$ cat src/rtl/irqv_pkg.sv
package irqv_pkg;
  localparam int unsigned ADDR_W = 6;
  localparam logic [ADDR_W-1:0] A_RAW   = 6'h00;
  localparam logic [ADDR_W-1:0] A_IRQST = 6'h01;
  localparam logic [ADDR_W-1:0] A_FIQST = 6'h02;
  localparam logic [ADDR_W-1:0] A_EN    = 6'h03;
  localparam logic [ADDR_W-1:0] A_CLASS = 6'h04;
  localparam logic [ADDR_W-1:0] A_VEC   = 6'h05;
  localparam logic [ADDR_W-1:0] A_DFLT  = 6'h06;
  localparam logic [1:0] RGN_CTRL = 2'b01;
  localparam logic [1:0] RGN_ADDR = 2'b10;
endpackage

$ cat src/rtl/irqv_first_set.sv
module irqv_first_set #(
  parameter int unsigned N = 16,
  localparam int unsigned IW = (N > 1) ? $clog2(N) : 1
) (
  input  logic [N-1:0]  vec_i,
  output logic          found_o,
  output logic [IW-1:0] idx_o
);
  always_comb begin
    found_o = 1'b0;
    idx_o   = '0;
    for (int i = N - 1; i >= 0; i--) begin
      if (vec_i[i]) begin
        found_o = 1'b1;
        idx_o   = IW'(i);
      end
    end
  end
endmodule

$ cat src/rtl/irqv_slots.sv
module irqv_slots #(
  parameter int unsigned N_SRC  = 32,
  parameter int unsigned N_SLOT = 16,
  parameter int unsigned DW     = 32,
  localparam int unsigned SRC_W = $clog2(N_SRC),
  localparam int unsigned IDX_W = $clog2(N_SLOT)
) (
  input  logic                           clk_i,
  input  logic                           rst_ni,
  input  logic                           ctrl_we_i,
  input  logic                           addr_we_i,
  input  logic [IDX_W-1:0]               idx_i,
  input  logic [DW-1:0]                  wdata_i,
  input  logic [N_SRC-1:0]               pend_i,
  output logic [N_SLOT-1:0][SRC_W-1:0]   slot_src_o,
  output logic [N_SLOT-1:0]              slot_en_o,
  output logic [N_SLOT-1:0][DW-1:0]      slot_addr_o,
  output logic [N_SLOT-1:0]              hit_o
);
  for (genvar g = 0; g < N_SLOT; g++) begin : g_slot
    logic sel;
    assign sel = (idx_i == IDX_W'(g));

    always_ff @(posedge clk_i or negedge rst_ni) begin
      if (!rst_ni) begin
        slot_src_o[g]  <= '0;
        slot_en_o[g]   <= 1'b0;
        slot_addr_o[g] <= '0;
      end else begin
        if (ctrl_we_i && sel) begin
          slot_src_o[g] <= wdata_i[SRC_W-1:0];
          slot_en_o[g]  <= wdata_i[SRC_W];
        end
        if (addr_we_i && sel) slot_addr_o[g] <= wdata_i;
      end
    end

    assign hit_o[g] = slot_en_o[g] & pend_i[slot_src_o[g]];
  end
endmodule

$ cat src/rtl/irqv_ctrl.sv
module irqv_ctrl
  import irqv_pkg::*;
#(
  parameter int unsigned N_SRC  = 32,
  parameter int unsigned N_SLOT = 16,
  parameter int unsigned DW     = 32
) (
  input  logic              clk_i,
  input  logic              rst_ni,
  input  logic [N_SRC-1:0]  irq_req_i,
  input  logic              bus_sel_i,
  input  logic              bus_we_i,
  input  logic [ADDR_W-1:0] bus_addr_i,
  input  logic [DW-1:0]     bus_wdata_i,
  output logic [DW-1:0]     bus_rdata_o,
  output logic              fiq_o,
  output logic              irq_o
);
  localparam int unsigned SRC_W = $clog2(N_SRC);
  localparam int unsigned IDX_W = $clog2(N_SLOT);

  logic [N_SRC-1:0] en_q, fast_q, irq_pend, fiq_pend;
  logic [DW-1:0]    dflt_q, rd_val, vec_now;
  logic             active_q;
  logic [IDX_W-1:0] active_idx_q;

  logic [N_SLOT-1:0][SRC_W-1:0] slot_src;
  logic [N_SLOT-1:0]            slot_en, hit, allow, elig;
  logic [N_SLOT-1:0][DW-1:0]    slot_addr;
  logic                         found;
  logic [IDX_W-1:0]             win_idx;

  logic wr, rd, rgn_ctrl_we, rgn_addr_we, vec_rd, vec_wr;
  assign wr          = bus_sel_i & bus_we_i;
  assign rd          = bus_sel_i & ~bus_we_i;
  assign rgn_ctrl_we = wr && (bus_addr_i[5:4] == RGN_CTRL);
  assign rgn_addr_we = wr && (bus_addr_i[5:4] == RGN_ADDR);
  assign vec_rd      = rd && (bus_addr_i == A_VEC);
  assign vec_wr      = wr && (bus_addr_i == A_VEC);

  assign irq_pend = irq_req_i & en_q & ~fast_q;
  assign fiq_pend = irq_req_i & en_q & fast_q;

  irqv_slots #(.N_SRC(N_SRC), .N_SLOT(N_SLOT), .DW(DW)) u_slots (
    .clk_i       (clk_i),
    .rst_ni      (rst_ni),
    .ctrl_we_i   (rgn_ctrl_we),
    .addr_we_i   (rgn_addr_we),
    .idx_i       (bus_addr_i[IDX_W-1:0]),
    .wdata_i     (bus_wdata_i),
    .pend_i      (irq_pend),
    .slot_src_o  (slot_src),
    .slot_en_o   (slot_en),
    .slot_addr_o (slot_addr),
    .hit_o       (hit)
  );

  // active level holds off itself and every slot below it in priority
  for (genvar g = 0; g < N_SLOT; g++) begin : g_allow
    assign allow[g] = !active_q || (IDX_W'(g) < active_idx_q);
  end
  assign elig = hit & allow;

  irqv_first_set #(.N(N_SLOT)) u_pick (
    .vec_i   (elig),
    .found_o (found),
    .idx_o   (win_idx)
  );

  assign vec_now = found ? slot_addr[win_idx] : dflt_q;

  always_comb begin
    rd_val = '0;
    unique case (bus_addr_i[5:4])
      RGN_CTRL: rd_val = DW'({slot_en[bus_addr_i[IDX_W-1:0]],
                              slot_src[bus_addr_i[IDX_W-1:0]]});
      RGN_ADDR: rd_val = slot_addr[bus_addr_i[IDX_W-1:0]];
      default: begin
        case (bus_addr_i)
          A_RAW:   rd_val = DW'(irq_req_i);
          A_IRQST: rd_val = DW'(irq_pend);
          A_FIQST: rd_val = DW'(fiq_pend);
          A_EN:    rd_val = DW'(en_q);
          A_CLASS: rd_val = DW'(fast_q);
          A_VEC:   rd_val = vec_now;
          A_DFLT:  rd_val = dflt_q;
          default: rd_val = '0;
        endcase
      end
    endcase
  end

  always_ff @(posedge clk_i or negedge rst_ni) begin
    if (!rst_ni) begin
      en_q         <= '0;
      fast_q       <= '0;
      dflt_q       <= '0;
      active_q     <= 1'b0;
      active_idx_q <= '0;
      bus_rdata_o  <= '0;
      fiq_o        <= 1'b0;
      irq_o        <= 1'b0;
    end else begin
      fiq_o <= |fiq_pend;
      irq_o <= |irq_pend;
      if (rd) bus_rdata_o <= rd_val;
      if (wr && bus_addr_i == A_EN)    en_q   <= bus_wdata_i[N_SRC-1:0];
      if (wr && bus_addr_i == A_CLASS) fast_q <= bus_wdata_i[N_SRC-1:0];
      if (wr && bus_addr_i == A_DFLT)  dflt_q <= bus_wdata_i;
      if (vec_wr) begin
        active_q <= 1'b0;
      end else if (vec_rd && found) begin
        active_q     <= 1'b1;
        active_idx_q <= win_idx;
      end
    end
  end

  a_r2_irq_tracks: assert property (@(posedge clk_i) disable iff (!rst_ni)
    (|(irq_req_i & en_q & ~fast_q)) |=> irq_o);
  a_r3_fiq_tracks: assert property (@(posedge clk_i) disable iff (!rst_ni)
    !(|(irq_req_i & en_q & fast_q)) |=> !fiq_o);
  a_r5_lowest_wins: assert property (@(posedge clk_i) disable iff (!rst_ni)
    found |-> (elig[win_idx] &&
               ((elig & ((N_SLOT'(1) << win_idx) - N_SLOT'(1))) == '0)));
  a_r5_latch_on_read: assert property (@(posedge clk_i) disable iff (!rst_ni)
    (vec_rd && found) |=> (active_q && active_idx_q == $past(win_idx)));
  a_r6_no_latch_default: assert property (@(posedge clk_i) disable iff (!rst_ni)
    (vec_rd && !found && !active_q) |=> !active_q);
  a_r7_eoi_release: assert property (@(posedge clk_i) disable iff (!rst_ni)
    vec_wr |=> !active_q);
  a_r7_held_off: assert property (@(posedge clk_i) disable iff (!rst_ni)
    (active_q && found) |-> (win_idx < active_idx_q));
endmodule

$ cat config.mk
export PLATFORM = sky130hd
export DESIGN_NAME = irqv_ctrl
export DESIGN_NICKNAME = d
export VERILOG_FILES = /design/src/rtl/irqv_pkg.sv /design/src/rtl/irqv_first_set.sv /design/src/rtl/irqv_slots.sv /design/src/rtl/irqv_ctrl.sv
export SDC_FILE = /design/constraint.sdc
export NUM_CORES = 2
export LEC_CHECK = 0
export BUFFER_PORTS_ARGS = -buffer_cell sky130_fd_sc_hd__buf_4
export CAP_MARGIN = 10
export CORE_ASPECT_RATIO = 1.75
export CORE_MARGIN = 2
export CORE_UTILIZATION = 45
export CTS_CLUSTER_DIAMETER = 60
export DETAILED_ROUTE_END_ITERATION = 8
export GPL_TIMING_DRIVEN = 1
export PLACE_DENSITY = 0.71
export SYNTH_ARGS = -nofsm -noshare
export SYNTH_HDL_FRONTEND = slang
export SYNTH_HIERARCHICAL = 1
export SYNTH_SLANG_ARGS = --single-unit
$ cat constraint.sdc
create_clock -name clk_i -period 6.6 [get_ports clk_i]
set_clock_uncertainty 0.1 [all_clocks]
set_input_delay 0.99 -clock clk_i [delete_from_list [all_inputs] [get_ports clk_i]]
set_output_delay 0.99 -clock clk_i [all_outputs]
set_load 0.1 [all_outputs]
* Word level (Yosys, flattened, before mapping)
Cells that the tools add are included.
Cells by class: magnitude comparators 34, equal/unequal tests 23, multiplexer cells 77, bitwise operators 25, reduce and logical (&&, ||, !) cells 63
Operators with widths (count):
- $bmux 32 s4 | 2
- $pmux 32 s7 | 1
- $and 32x32->32 | 3
- $lt 5x6->1 const B | 16
- $mux 32 | 3
- $bmux 1 s5 | 16
- $mux 4 | 16
- $pmux 32 s2 | 1
- $reduce_or 32->1 | 2
- $logic_and 1x1->1 | 40
- $mux 1 | 35
- $eq 4x4->1 const B | 8
- $lt 4x4->1 const A | 8
- $not 32->32 | 1
- $bmux 5 s4 | 1
- $and 1x1->1 | 18
- $eq 6x3->1 const B | 3
- $and 16x16->16 | 1
- $eq 4x3->1 const B | 4
- $logic_or 1x1->1 | 16
- $lt 3x4->1 const A | 4
- $eq 6x2->1 const B | 2
- $lt 4x5->1 const B | 2
- $eq 4x2->1 const B | 2
- other kinds (14) | 17
Storage, ports and cells: flip-flop bits (word level) 743, input bits 74, output and inout bits 34, logic and storage cells 278

* Depth between registers and ports, before layout
depth in word-level cells 27, depth in mapped cells 21, depth with buffers taken out 17

* Cells and area by module
The synthesis kept the hierarchy.
By module, submodules not included:
- irqv_slots | times used 1, cells each 1768, area each 27298.7 um^2, sequential area each 15214.6 um^2
- irqv_ctrl | times used 1, cells each 1411, area each 16615.9 um^2, sequential area each 3378.2 um^2
- irqv_first_set | times used 1, cells each 33, area each 178.9 um^2, sequential area each 0.0 um^2

* Worst setup path before layout
OpenSTA, ideal clock, no wires.
path type input to register, start input port irq_req_i[28], end register bus_rdata_o[12], setup time 0.138 ns, arrival 4.835 ns, required time 6.362 ns, path slack 1.526 ns, stages on the path 19, path buffers 4, cells stage by stage nand2_1 -> nor2_1 -> clkbuf_1 -> mux2_2 -> o21ai_0 -> o221a_2 -> a311oi_1 -> a21boi_0 -> a21oi_1 -> o311a_2 -> o22ai_1 -> buf_6 -> buf_6 -> buf_6 -> mux4_2 -> a211oi_1 -> a21oi_1 -> a22oi_1 -> o211ai_1
Between the ends: elaborated cells on any way between the ends 88, classes of those cells mux: 69; bitwise: 19
RTL lines:
- start, declared | RTL line irqv_ctrl.sv:10 | input logic [N_SRC-1:0] irq_req_i,
- $and 32x32->32 (2 in series) | RTL line irqv_ctrl.sv:41 | assign irq_pend = irq_req_i & en_q & ~fast_q;
- via irq_pend[28] | RTL line irqv_ctrl.sv:22 | logic [N_SRC-1:0] en_q, fast_q, irq_pend, fiq_pend;
- $bmux 1 s5 | RTL line irqv_slots.sv:38 | assign hit_o[g] = slot_en_o[g] & pend_i[slot_src_o[g]];
- $mux 1 (not written as such) | RTL line irqv_slots.sv:38
- $and 1x1->1 | RTL line irqv_slots.sv:38
- via hit[13] | RTL line irqv_ctrl.sv:28 | logic [N_SLOT-1:0] slot_en, hit, allow, elig;
- $and 16x16->16 | RTL line irqv_ctrl.sv:62 | assign elig = hit & allow;
- via elig[13] | RTL line irqv_ctrl.sv:28
- $mux 4 (14 in series) | RTL line irqv_first_set.sv:13 | if (vec_i[i]) begin
- via win_idx[0] | RTL line irqv_ctrl.sv:31 | logic [IDX_W-1:0] win_idx;
- $bmux 32 s4 | RTL line irqv_ctrl.sv:70 | assign vec_now = found ? slot_addr[win_idx] : dflt_q;
- $mux 32 (not written as such) | RTL line irqv_ctrl.sv:70
- $mux 32 | RTL line irqv_ctrl.sv:70
- $pmux 32 s7 | RTL line irqv_ctrl.sv:79 | case (bus_addr_i)
- $pmux 32 s2 | RTL line irqv_ctrl.sv:74 | unique case (bus_addr_i[5:4])
- end signal, assigned | RTL line irqv_ctrl.sv:106 | if (rd) bus_rdata_o <= rd_val;
- end, declared | RTL line irqv_ctrl.sv:15 | output logic [DW-1:0] bus_rdata_o,
The timed path passes the listed nets, and every way through them passes these cells. The select of a mux whose other input is x is not followed. A chain may end at the register's enable or synchronous reset.

* Worst setup path in the final report
start input port irq_req_i[2], end register bus_rdata_o[26]
Between the ends: elaborated cells on any way between the ends 88, classes of those cells mux: 69; bitwise: 19
RTL lines (RTL line):
- $and 32x32->32 (2 in series) | irqv_ctrl.sv:41
- via irq_pend[2] | irqv_ctrl.sv:22
- $bmux 1 s5 | irqv_slots.sv:38
- $mux 1 (not written as such) | irqv_slots.sv:38
- $and 1x1->1 | irqv_slots.sv:38
- via hit[9] | irqv_ctrl.sv:28
- $and 16x16->16 | irqv_ctrl.sv:62
- via elig[9] | irqv_ctrl.sv:28
- $mux 4 (10 in series) | irqv_first_set.sv:13
- via win_idx[0] | irqv_ctrl.sv:31
- $bmux 32 s4 | irqv_ctrl.sv:70
- $mux 32 (not written as such) | irqv_ctrl.sv:70
- $mux 32 | irqv_ctrl.sv:70
- $pmux 32 s7 | irqv_ctrl.sv:79
- $pmux 32 s2 | irqv_ctrl.sv:74
The timed path passes the listed nets, and every way through them passes these cells. The select of a mux whose other input is x is not followed.

==> results by group <==
Run status
  – Result of the run: complete, no violations

Synth
  – Synth Cell Area: ~44000 um^2
  – Count of different cell masters after synthesis: 75
  – Async set or reset register ratio after synthesis: 1.000
  – Net Count, Synth: roughly 3.3k
  – Flip-flop and latch count after synthesis: 743
  – Average size of a mapped cell: roughly 14 um^2
  – Ys Warns: 6
  – Number of instances in the synthesized netlist: roughly 3.2k
  – Area share of the leading cell type in the synthesized netlist: 0.4217
  – Number of flops mapped to enable cells by yosys: 0
  – Sequential-to-total area share from yosys stat: 0.4217
  – Cell types occupying the most area after synthesis: dfrtp_1 42%, mux4_2 20%, mux2_2 19%, mux2i_1 2.5%, buf_2 1.5%
  – Yosys top cell by area: dfrtp_1
  – Flip-flop cell with the highest count after synthesis: dfrtp_1

Floorplanning
  – Total die area: ~100000 um^2
  – Core region area: between 90000 and 100000 um^2
  – Row Count: roughly 150
  – Vertical die dimension: about 420 um
  – Initial core utilization: 0.4549
  – Top-level port count: ~110
  – Die width: about 240 um

Clocking
  – Later-pin clock latency in the skew report: ~0.67 ns
  – Number of H-tree branching levels: 3
  – Clock-pin slew on the worst setup and hold paths: ~0.070 ns
  – CTS tree: done
  – Resize count post-CTS: 0
  – CTS Buffer Depth: 3
  – Cell chosen for the clock root: clkbuf_16
  – Post-CTS Setup Bufs: 0
  – Sink count of the clock tree: about 740
  – Post-CTS Hold Fix Bufs: 0
  – Number of CTS-inserted buffers: 70

Setup path
  – Highest net fanout along the worst path: between 60 and 70
  – Critical path required time: between 7 and 8 ns
  – Internal reg-to-reg setup slack: around 0.74 ns
  – Arrival time at the worst endpoint: 6.35 ns
  – Element type at the critical path end: register
  – Critical path type: in2reg
  – Critical Path Start Type: input port
  – R2R cell count: 17

GRT
  – Number of global-route vias before repair: about 32k
  – Pin count of the biggest net entering global routing: 181
  – First-pass GRT wire length: 224300 um
  – Total track usage: 0.3074
  – Number of antenna violations at the first check in global routing: 15
  – Grt ovf: 0

Power and ir drop
  – IR Drop Worst-Case VDD: between 200 and 250 uV
  – Static Leakage: ~0.021 uW
  – Pwr per Cell Area: ~250 nW/um^2

Drt
  – Wirelength, routed: between 150000 and 200000 um
  – Post-detailed-route via-to-cell ratio: 6.951
  – Antenna violation net count after detailed routing: 0
  – Number of search-and-repair iterations in the first detailed-routing pass: 7
  – Total via count in the routed design: roughly 32k
  – Routed wire per std cell: between 30 and 40 um
  – DRC marker count from the first detailed-route iteration: approximately 3.3k
  – Remaining DRCs: 0

Finish
  – Layout Nets: 3271
  – Share of the core filled with cells in the final layout: 0.4987
  – Top library cells by usage in the layout, fill and taps aside: 748 x mux2_2, 743 x dfrtp_1, 388 x mux4_2, 208 x buf_4, 121 x nand2_1
  – Most frequent standard cell in the layout excluding fill and tap cells: mux2_2
  – Share of cells above drive strength 1: 0.4698
  – Layout filler cell count: ~8.2k
  – Sequential standard cell area: around 19000 um^2
  – Post-route design area: 48340 um^2
  – Post-synthesis to final-layout area growth: 9.619%
  – Area occupied by multi-input gates: 23880 um^2

Placed design
  – Standard cell area after detailed placement: approximately 46000 um^2
  – Gpl congestion: between 0.9 and 1
  – Detail Placement HPWL: between 100000 and 150000 um
  – Count of buffers inserted at the top-level ports: around 110

STA
  – Worst slew margin relative to its limit: 0.1409
  – Post-route fraction of the period consumed by the critical path: 0.8954
  – Final hold violations: 0
  – Final critical path time including I/O delays and setup: ~6 ns
  – Accumulated negative setup slack: 0 ns
  – Setup repair after global routing missed its margin: no
  – Highest achievable clock rate: approximately 170 MHz
  – Fin. max-slew vios: 0
  – Measured slew at the worst slew-check pin: 1.284 ns
  – Count of endpoints failing setup in the final report: 0

Min path
  – Hold WC Path Type: in2async

Flow run
  – Max cap viols: 0
Yosys cell counts (27+ instances only):
cell / instances
mux2i_1: 111
mux4_2: 388
nor2b_1: 44
dfrtp_1: 743
buf_2: 130
nand3_1: 64
a211oi_1: 27
buf_6: 34
o21ai_0: 66
mux2_2: 748
a21oi_1: 61
nor2_1: 92
nand2_1: 124
clkbuf_1: 119
registers in the layout, indices dropped and copies added, names as in the netlist:
register	cells
fiq_o	1
bus_rdata_o	32
active_idx_q	4
u_slots/slot_src_o	80
active_q	1
irq_o	1
fast_q	32
en_q	32
u_slots/slot_en_o	16
dflt_q	32
u_slots/slot_addr_o	512
power by group:
group / total [uW] / switching [uW] / internal [uW]
clock: 4080 / 1880 / 2200
sequential: 5340 / 415 / 4920
combinational: 2450 / 1300 / 1160
worst max-delay path, stage by stage:
cell	delay (ns)
buf_4	0.12
nand2_1	0.07
nor2_1	0.94
buf_4	0.29
mux4_2	0.24
nor2b_1	0.17
a2111oi_0	0.09
and4b_1	0.40
a21boi_0	0.47
a21oi_1	0.11
o311a_2	0.18
o22ai_4	0.31
buf_12	0.43
mux4_2	0.59
mux2i_1	0.22
a2111oi_0	0.16
o21ai_0	0.33
a21oi_1	0.11
per-stage QoR:
step / hold slack, ns / cells / power, uW / setup slack, ns
after global routing: 0.3127 / 4550 / 12230 / 0.4956
after floorplan: 0.3591 / 3212 / 6984 / 1.526
after CTS: 0.2636 / 4544 / 11880 / 0.7324
after global placement: 0.3747 / 4420 / 7759 / 0.09643
final: 0.2607 / 4552 / 11870 / 0.6901
after detailed placement: 0.3836 / 4420 / 7826 / 0.03506
metal layers:
metal / GRT usage / wire, um / vias to the layer above
met3: 0.07494 / 13830 / 683
li1: - / - / 12510
met4: 0.2412 / 14500 / 18
met5: 0 / 138 / -
met1: 0.3521 / 51790 / 16620
met2: 0.4914 / 73000 / 1812
path summary, 6_finish.rpt:
path / startpoint / end
max: irq_req_i[2] / bus_rdata_o[26]
min: rst_ni / u_slots/slot_addr_o[195]
max reg2reg: en_q[2] / bus_rdata_o[26]
min reg2reg: dflt_q[3] / dflt_q[3]
max in group asynchronous: rst_ni / dflt_q[15]
min in group clk_i: dflt_q[3] / dflt_q[3]
cell type report:
type,count,area share
clock inverter,30,0.005358
sequential,743,0.3847
multi-input combinational,2131,0.4941
antenna,6,0.0003106
clock buffer,94,0.04082
timing repair buffer,226,0.03937
tap,1300,0.03365
inverter,22,0.001708
kinds of logic (layout without fill, tap and decap cells):
family          after synthesis  after routing  share of synthesized area
flops                       743            743                     0.4217
buf+inv                     338            372                    0.04038
simple gates                463            463                    0.05357
fa+ha+maj                     3              3                  0.0008514
mux                        1254           1254                     0.4179
other cells                   0              6                          0
compound gates              411            411                    0.06563
(Power assumes the default switching activity.)
